--- config.mk ---
export PLATFORM = sky130hd
export DESIGN_NAME = irq_pend_ctrl
export DESIGN_NICKNAME = d
export VERILOG_FILES = /design/src/rtl/irq_pend_pkg.sv /design/src/rtl/irq_line_sampler.sv /design/src/rtl/irq_reg_port.sv /design/src/rtl/irq_latch_bank.sv /design/src/rtl/irq_pend_ctrl.sv
export SDC_FILE = /design/constraint.sdc
export NUM_CORES = 1
export LEC_CHECK = 0
export BUFFER_PORTS_ARGS = -buffer_cell sky130_fd_sc_hd__buf_2
export CORE_AREA = 2 2 151 153
export CTS_CLUSTER_SIZE = 12
export DETAILED_ROUTE_END_ITERATION = 12
export DIE_AREA = 0 0 153 155
export GPL_TIMING_DRIVEN = 0
export PLACE_DENSITY = 0.74
export SETUP_SLACK_MARGIN = 0.1
export SLEW_MARGIN = 25
export SYNTH_ARGS = -nofsm -noshare
export SYNTH_HDL_FRONTEND = slang
export SYNTH_HIERARCHICAL = 1
export SYNTH_SLANG_ARGS = --single-unit
--- constraint.sdc ---
create_clock -name clk -period 4.9 [get_ports clk]
set_clock_uncertainty 0.2 [all_clocks]
set_input_delay 0.98 -clock clk [delete_from_list [all_inputs] [get_ports clk]]
set_output_delay 0.98 -clock clk [all_outputs]
set_load 0.1 [all_outputs]
--- src/rtl/irq_pend_pkg.sv ---
package irq_pend_pkg;
  // Byte offsets of the two software windows
  localparam int SET_WIN_BASE = 'h200;
  localparam int CLR_WIN_BASE = 'h280;
  // IDs below this cannot be pended through the set window
  localparam int SW_GEN_IDS   = 16;

  function automatic int bytes_for(input int n);
    return (n + 7) / 8;
  endfunction
endpackage

--- src/rtl/irq_line_sampler.sv ---
module irq_line_sampler #(
  parameter int NUM_IRQ = 64
) (
  input  logic               clk,
  input  logic               rst,
  input  logic [NUM_IRQ-1:0] irq_in,
  output logic [NUM_IRQ-1:0] lvl_q,
  output logic [NUM_IRQ-1:0] rise_vec
);
  always_ff @(posedge clk) begin
    if (rst) lvl_q <= '0;
    else     lvl_q <= irq_in;
  end

  assign rise_vec = irq_in & ~lvl_q;
endmodule

--- src/rtl/irq_reg_port.sv ---
module irq_reg_port
  import irq_pend_pkg::*;
#(
  parameter int NUM_IRQ = 64,
  parameter int ADDR_W  = 12,
  parameter int ID_W    = 10
) (
  input  logic               clk,
  input  logic               rst,
  input  logic               reg_we,
  input  logic               reg_re,
  input  logic [ADDR_W-1:0]  reg_addr,
  input  logic [7:0]         reg_wdata,
  input  logic               ack_valid,
  input  logic [ID_W-1:0]    ack_id,
  input  logic [NUM_IRQ-1:0] eff_pend,
  output logic [NUM_IRQ-1:0] sw_set,
  output logic [NUM_IRQ-1:0] sw_clr,
  output logic [NUM_IRQ-1:0] ack_hit,
  output logic [7:0]         reg_rdata
);
  localparam int NBYTES = bytes_for(NUM_IRQ);
  localparam int BIDX_W = (NBYTES > 1) ? $clog2(NBYTES) : 1;
  localparam int PAD_W  = NBYTES * 8;

  logic [ADDR_W-1:0] set_off, clr_off, rd_off;
  logic              set_hit, clr_hit;
  logic [BIDX_W-1:0] rd_idx;
  logic [PAD_W-1:0]  eff_pad;

  assign set_off = reg_addr - ADDR_W'(SET_WIN_BASE);
  assign clr_off = reg_addr - ADDR_W'(CLR_WIN_BASE);
  assign set_hit = (reg_addr >= ADDR_W'(SET_WIN_BASE)) && (set_off < ADDR_W'(NBYTES));
  assign clr_hit = (reg_addr >= ADDR_W'(CLR_WIN_BASE)) && (clr_off < ADDR_W'(NBYTES));

  for (genvar i = 0; i < NUM_IRQ; i++) begin : g_dec
    if (i < SW_GEN_IDS) begin : g_sgi
      assign sw_set[i] = 1'b0;
    end else begin : g_norm
      assign sw_set[i] = reg_we && set_hit && (set_off == ADDR_W'(i / 8)) && reg_wdata[i % 8];
    end
    assign sw_clr[i]  = reg_we && clr_hit && (clr_off == ADDR_W'(i / 8)) && reg_wdata[i % 8];
    assign ack_hit[i] = ack_valid && (ack_id == ID_W'(i));
  end

  if (PAD_W > NUM_IRQ) begin : g_pad
    assign eff_pad = {{(PAD_W - NUM_IRQ){1'b0}}, eff_pend};
  end else begin : g_nopad
    assign eff_pad = eff_pend;
  end

  assign rd_off = set_hit ? set_off : clr_off;
  assign rd_idx = rd_off[BIDX_W-1:0];

  always_ff @(posedge clk) begin
    if (rst) begin
      reg_rdata <= 8'h00;
    end else if (reg_re) begin
      if (set_hit || clr_hit) reg_rdata <= eff_pad[{rd_idx, 3'b000} +: 8];
      else                    reg_rdata <= 8'h00;
    end
  end
endmodule

--- src/rtl/irq_latch_bank.sv ---
module irq_latch_bank #(
  parameter int NUM_IRQ = 64
) (
  input  logic               clk,
  input  logic               rst,
  input  logic               cfg_we,
  input  logic [NUM_IRQ-1:0] trig_edge_cfg,
  input  logic [NUM_IRQ-1:0] hw_set,
  input  logic [NUM_IRQ-1:0] sw_set,
  input  logic [NUM_IRQ-1:0] sw_clr,
  input  logic [NUM_IRQ-1:0] ack_hit,
  output logic [NUM_IRQ-1:0] latch_q,
  output logic [NUM_IRQ-1:0] trig_q
);
  always_ff @(posedge clk) begin
    if (rst)         trig_q <= '1;
    else if (cfg_we) trig_q <= trig_edge_cfg;
  end

  for (genvar i = 0; i < NUM_IRQ; i++) begin : g_latch
    always_ff @(posedge clk) begin
      if (rst) latch_q[i] <= 1'b0;
      else     latch_q[i] <= ((latch_q[i] | sw_set[i]) & ~(sw_clr[i] | ack_hit[i])) | hw_set[i];
    end
  end
endmodule

--- src/rtl/irq_pend_ctrl.sv ---
module irq_pend_ctrl #(
  parameter int NUM_IRQ = 64,
  parameter int ADDR_W  = 12,
  parameter int ID_W    = 10
) (
  input  logic               clk,
  input  logic               rst,
  input  logic               legacy_mode,
  input  logic [NUM_IRQ-1:0] irq_in,
  input  logic               cfg_we,
  input  logic [NUM_IRQ-1:0] trig_edge_cfg,
  input  logic               ack_valid,
  input  logic [ID_W-1:0]    ack_id,
  input  logic               reg_we,
  input  logic               reg_re,
  input  logic [ADDR_W-1:0]  reg_addr,
  input  logic [7:0]         reg_wdata,
  output logic [7:0]         reg_rdata,
  output logic [NUM_IRQ-1:0] pend_out
);
  logic [NUM_IRQ-1:0] lvl_q, rise_vec, hw_set;
  logic [NUM_IRQ-1:0] sw_set, sw_clr, ack_hit;
  logic [NUM_IRQ-1:0] latch_q, trig_q;

  irq_line_sampler #(.NUM_IRQ(NUM_IRQ)) u_samp (
    .clk(clk), .rst(rst), .irq_in(irq_in), .lvl_q(lvl_q), .rise_vec(rise_vec)
  );

  // Legacy: any rising edge latches; otherwise only edge-typed lines
  assign hw_set = rise_vec & (legacy_mode ? {NUM_IRQ{1'b1}} : trig_q);

  irq_latch_bank #(.NUM_IRQ(NUM_IRQ)) u_bank (
    .clk(clk), .rst(rst), .cfg_we(cfg_we), .trig_edge_cfg(trig_edge_cfg),
    .hw_set(hw_set), .sw_set(sw_set), .sw_clr(sw_clr), .ack_hit(ack_hit),
    .latch_q(latch_q), .trig_q(trig_q)
  );

  // Reported pending: built only from flops and the mode input
  assign pend_out = legacy_mode ? latch_q : (latch_q | (~trig_q & lvl_q));

  irq_reg_port #(.NUM_IRQ(NUM_IRQ), .ADDR_W(ADDR_W), .ID_W(ID_W)) u_port (
    .clk(clk), .rst(rst), .reg_we(reg_we), .reg_re(reg_re), .reg_addr(reg_addr),
    .reg_wdata(reg_wdata), .ack_valid(ack_valid), .ack_id(ack_id),
    .eff_pend(pend_out), .sw_set(sw_set), .sw_clr(sw_clr), .ack_hit(ack_hit),
    .reg_rdata(reg_rdata)
  );
endmodule

Word-level counts from Yosys, hierarchy flattened

Index checks and enable logic that the tools add are counted.

Word-level logic and storage cells: 661
Flip-flop bits (word level): 200

Muxes and demuxes: 4
Reduce and logical (&&, ||, !) cells: 197
Magnitude comparators: 4
Bitwise operators: 310
Equal/unequal tests: 76
Shift-type cells: 1
Add/sub/neg operators: 2

Operators with widths:

| cell                     | count |
|---|---|
| $eq A10 B6 Y1 const B    | 32 |
| $logic_and A1 B1 Y1      | 194 |
| $and A64 B64 Y64         | 3 |
| $or A1 B1 Y1             | 176 |
| $eq A10 B5 Y1 const B    | 16 |
| $mux W64                 | 2 |
| $not A64 Y64             | 2 |
| $eq A12 B3 Y1 const B    | 8 |
| $eq A10 B4 Y1 const B    | 8 |
| $and A1 B1 Y1            | 64 |
| $not A1 Y1               | 64 |
| $or A64 B64 Y64          | 1 |
| $shiftx A64 B7 Y8        | 1 |
| $eq A12 B2 Y1 const B    | 4 |
| $eq A10 B3 Y1 const B    | 4 |
| $ge A12 B10 Y1 const B   | 2 |
| $lt A12 B4 Y1 const B    | 2 |
| $sub A12 B10 Y12 const B | 2 |
| $eq A10 B2 Y1 const B    | 2 |
| $eq A12 B1 Y1 const B    | 1 |
| $logic_not A12 Y1        | 1 |
| $eq A10 B1 Y1 const B    | 1 |
| $logic_not A10 Y1        | 1 |
| $mux W8                  | 1 |
| 2 further kinds          | 2 |

Depth between registers and ports, before layout

Depth in word-level cells: 10
Mapped depth: 9
Depth with buffers taken out: 9

Hierarchy

The synthesis kept the hierarchy.

Modules (own cells, without submodules):

| module           | cells an instance | area an instance (um2) | times used |
|---|---|---|---|
| irq_latch_bank   | 540               | 4824.6                 | 1 |
| irq_reg_port     | 354               | 2553.7                 | 1 |
| irq_line_sampler | 199               | 2318.5                 | 1 |
| irq_pend_ctrl    | 199               | 1199.9                 | 1 |

Worst setup path before layout

Ideal clock, no wire load.

Path type: input to output
Start point: input legacy_mode
End point: output pend_out[10]
Path slack: 1668 ps
Path buffers: 2
Data arrival time: 2052 ps
Stages on the path: 4
Required time: 3720 ps
Cell sequence: buf_6 -> buf_6 -> nor2_1 -> a21o_1

Word-level cells in the longest chain between the ends: 1

RTL lines:

| item            | RTL line            | text |
|---|---|---|
| start, declared | irq_pend_ctrl.sv:8  | `input logic legacy_mode,` |
| $mux W64        | irq_pend_ctrl.sv:39 | `assign pend_out = legacy_mode ? latch_q : (latch_q \| (~trig_q & lvl_q));` |
| end, declared   | irq_pend_ctrl.sv:19 | `output logic [NUM_IRQ-1:0] pend_out` |

Every way passes these cells.

Worst setup path in the final report

Start point: input legacy_mode
End point: output pend_out[53]

The elaborated chain is that of the path after synthesis.

==> flow_summary.json <==
{
  "status": "completed",
  "r2r-end": "u_port/reg_rdata[5]",
  "post_cts_resized": 0,
  "avgSynthCellArea_um2": 8.43,
  "fin_crit_ns": 3.41,
  "max_freq_mhz": 293,
  "rsz0062_at_grt": "false",
  "antenna_found_initial": 2,
  "drcViolationCount": 0,
  "clockRootBuffer": "clkbuf_16",
  "stdcell_count": 1861,
  "path_clk_slew_ns": 0.07,
  "wl_mm": 35.1,
  "htreeDepth": 4,
  "worst_ep_required_time_ns": 3.72,
  "clkSinkCount": 200,
  "synth_ff_type": "dfxtp_1",
  "synth_edf_count": 0,
  "holdBufCountCts": 0,
  "timing.setup.tns_ns": 0,
  "via_per_inst": 5.22,
  "ys_ff_latch": 200,
  "insertion_delay_ns": 0.44,
  "slowest_stage": "buf_2",
  "firstDrtPassIters": 5,
  "post-route-period-util_pct": 69.6,
  "leakagePower_uw": 0.00602,
  "die_area_um2": 23700,
  "gp_congestion": 0.970,
  "critPathKind": "in2out",
  "rrSetupSlack_ns": 3.10,
  "pin_count": 237,
  "cts_tree": "done",
  "ff2ff_path_depth": 6,
  "startpoint_type": "primary input",
  "drt_iter0_drc": 719,
  "vias": 9712,
  "powerDensity_nw_per_um2": 326,
  "row_count": 55,
  "cp-end-kind": "output pin",
  "grt_pass1_vias": 8980,
  "drive_above_1_share_pct": 26.5,
  "mostFrequentLayoutCells": "248 x buf_2, 201 x nor2b_1, 200 x dfxtp_1, 199 x nor2_1, 112 x and2_1",
  "path_max_fanout": 10,
  "setup_viol": 0,
  "async_reset_ff_share_pct": 0,
  "track_usage_pct": 28.8,
  "drv_slew": 0,
  "hpwl_mm": 27.2,
  "postCtsSetupRepairBufs": 0,
  "hold_violations": 0,
  "wl_per_cell_um": 18.9,
  "peakVddDrop_mv": 0.180,
  "cts_buffers": 17,
  "worst_slew_pin_slew_ns": 0.735,
  "grt_max_degree": 19,
  "overflow": 0,
  "nFillCells": 2055,
  "crit_top_cell": "buf_6",
  "worstSetupEndpoint": "pend_out[53]",
  "fp.dieW_um": 153,
  "cp_data_arrival_time_ns": 2.23,
  "initial_utilization_pct": 49.0,
  "yosysUniqueCellTypes": 42,
  "final_cell_area_um2": 13100,
  "final_common_cell": "buf_2",
  "port_buffers": 234,
  "final_antenna_net_count": 0,
  "place_area_um2": 12500,
  "area_delta_synth_final_pct": 20.3,
  "cap_violations": 0,
  "ys_warn_count": 6,
  "dp_cells": 1826,
  "worstPathCellList": "buf_6 > buf_6 > nor2_1 > a21o_1 > buf_2",
  "core-area_um2": 22200,
  "cp_slowest_stage_delay_ns": 0.48,
  "grt_first_pass_wirelength_mm": 51.5,
  "cts_max_path_buffers": 2,
  "netlist_instances": 1292,
  "critPathLaunch": "legacy_mode",
  "maxSlewHeadroom_pct": 51.0,
  "worstHoldPathType": "reg2reg",
  "fin_nets": 1729,
  "r2r-start": "u_bank/trig_q[53]",
  "die_y_um": 155,
  "ys_seq_area_share_pct": 36.7,
  "synthesis.area_um2": 10900
}
-- kinds of logic after synthesis --
kind of cell             count (synthesis)  share of synthesized area, %
AO/OA/AOI/OAI                          281                          18.1
AND/OR/NAND/NOR                        642                          33.8
multiplexers                            16                          3.31
adder cells (fa/ha/maj)                  4                         0.459
XOR/XNOR                                 1                        0.0804
other                                    1                        0.0344
buffers and inverters                  147                          7.46
flip-flops                             200                          36.7
-- worst min path at each step --
stage                   startpoint                   to  cells after the start
2_1_floorplan    u_bank/latch_q[0]    u_bank/latch_q[0]                      2
3_3_place_gp   u_port/reg_rdata[3]  u_port/reg_rdata[3]                      2
3_5_place_dp   u_port/reg_rdata[6]  u_port/reg_rdata[6]                      2
4_1_cts        u_port/reg_rdata[6]  u_port/reg_rdata[6]                      2
5_1_grt        u_port/reg_rdata[7]  u_port/reg_rdata[7]                      2
6_report       u_port/reg_rdata[3]  u_port/reg_rdata[3]                      2
-- layout make-up --
type                       count  area (um2)  area share (%)
multi-input combinational    960        6140            46.9
sequential                   200        4000            30.5
timing repair buffer         234        1170            8.94
buffer                        77         551            4.20
clock buffer                  20         457            3.48
tap                          285         357            2.72
inverter                      70         263            2.00
clock inverter                12         156            1.19
antenna                        3        7.51          0.0573
-- Yosys cell counts (all sizes together), types with 2 or more instances --
library cell | instances | area share, %
nor4 | 4 | 0.78
o21ai | 72 | 3.3
dfxtp | 200 | 37
nand3 | 6 | 0.32
nor2b | 261 | 16
nor2 | 199 | 6.9
buf | 54 | 4.3
nor3 | 8 | 0.51
nand4 | 3 | 0.17
a2111oi | 5 | 1.3
nand2b | 9 | 0.52
nand2 | 29 | 1.0
ha | 4 | 0.46
and2 | 112 | 6.4
a21o | 72 | 5.0
a211o | 64 | 5.1
nand3b | 4 | 0.31
inv | 70 | 2.4
a21oi | 64 | 2.9
mux4 | 16 | 3.3
or3b | 2 | 0.18
clkbuf | 23 | 0.79
-- sequential cells by signal, summed over array words and instances, names as in the netlist --
name              count
u_bank/latch_q       64
u_samp/lvl_q         64
u_port/reg_rdata      8
u_bank/trig_q        64
-- critical path, delay by kind of cell --
kind,cells,cell delay (ns)
compound gates,1,0.28
buf+inv,3,0.80
simple gates,1,0.16
-- stage by stage --
step	utilization [%]	total power, uW	worst slack (ns)	hold slack, ns
global placement	56.1	2810	1.41	0.254
finish	59.0	4270	1.49	0.273
detailed placement	56.2	2820	1.45	0.259
global route	59.0	4430	1.46	0.306
floorplan	-	2540	1.67	0.318
CTS	58.9	4290	1.50	0.268
-- routing by layer --
metal	track usage, %	wire, um	share of wire [%]
met1	39.2	15600	44
met2	45.7	15800	45
met3	3.96	2470	7.0
met4	13.4	1310	3.7
met5	0	0	0
-- where the power goes --
group,leakage [uW],internal [uW],switching [uW],total (uW)
Clock,0.000299,801,678,1480
Combinational,0.00406,304,697,1000
Sequential,0.00167,1730,55.0,1790
Total,0.00602,2840,1430,4270
Note: power is estimated with default switching activity, not from simulation.
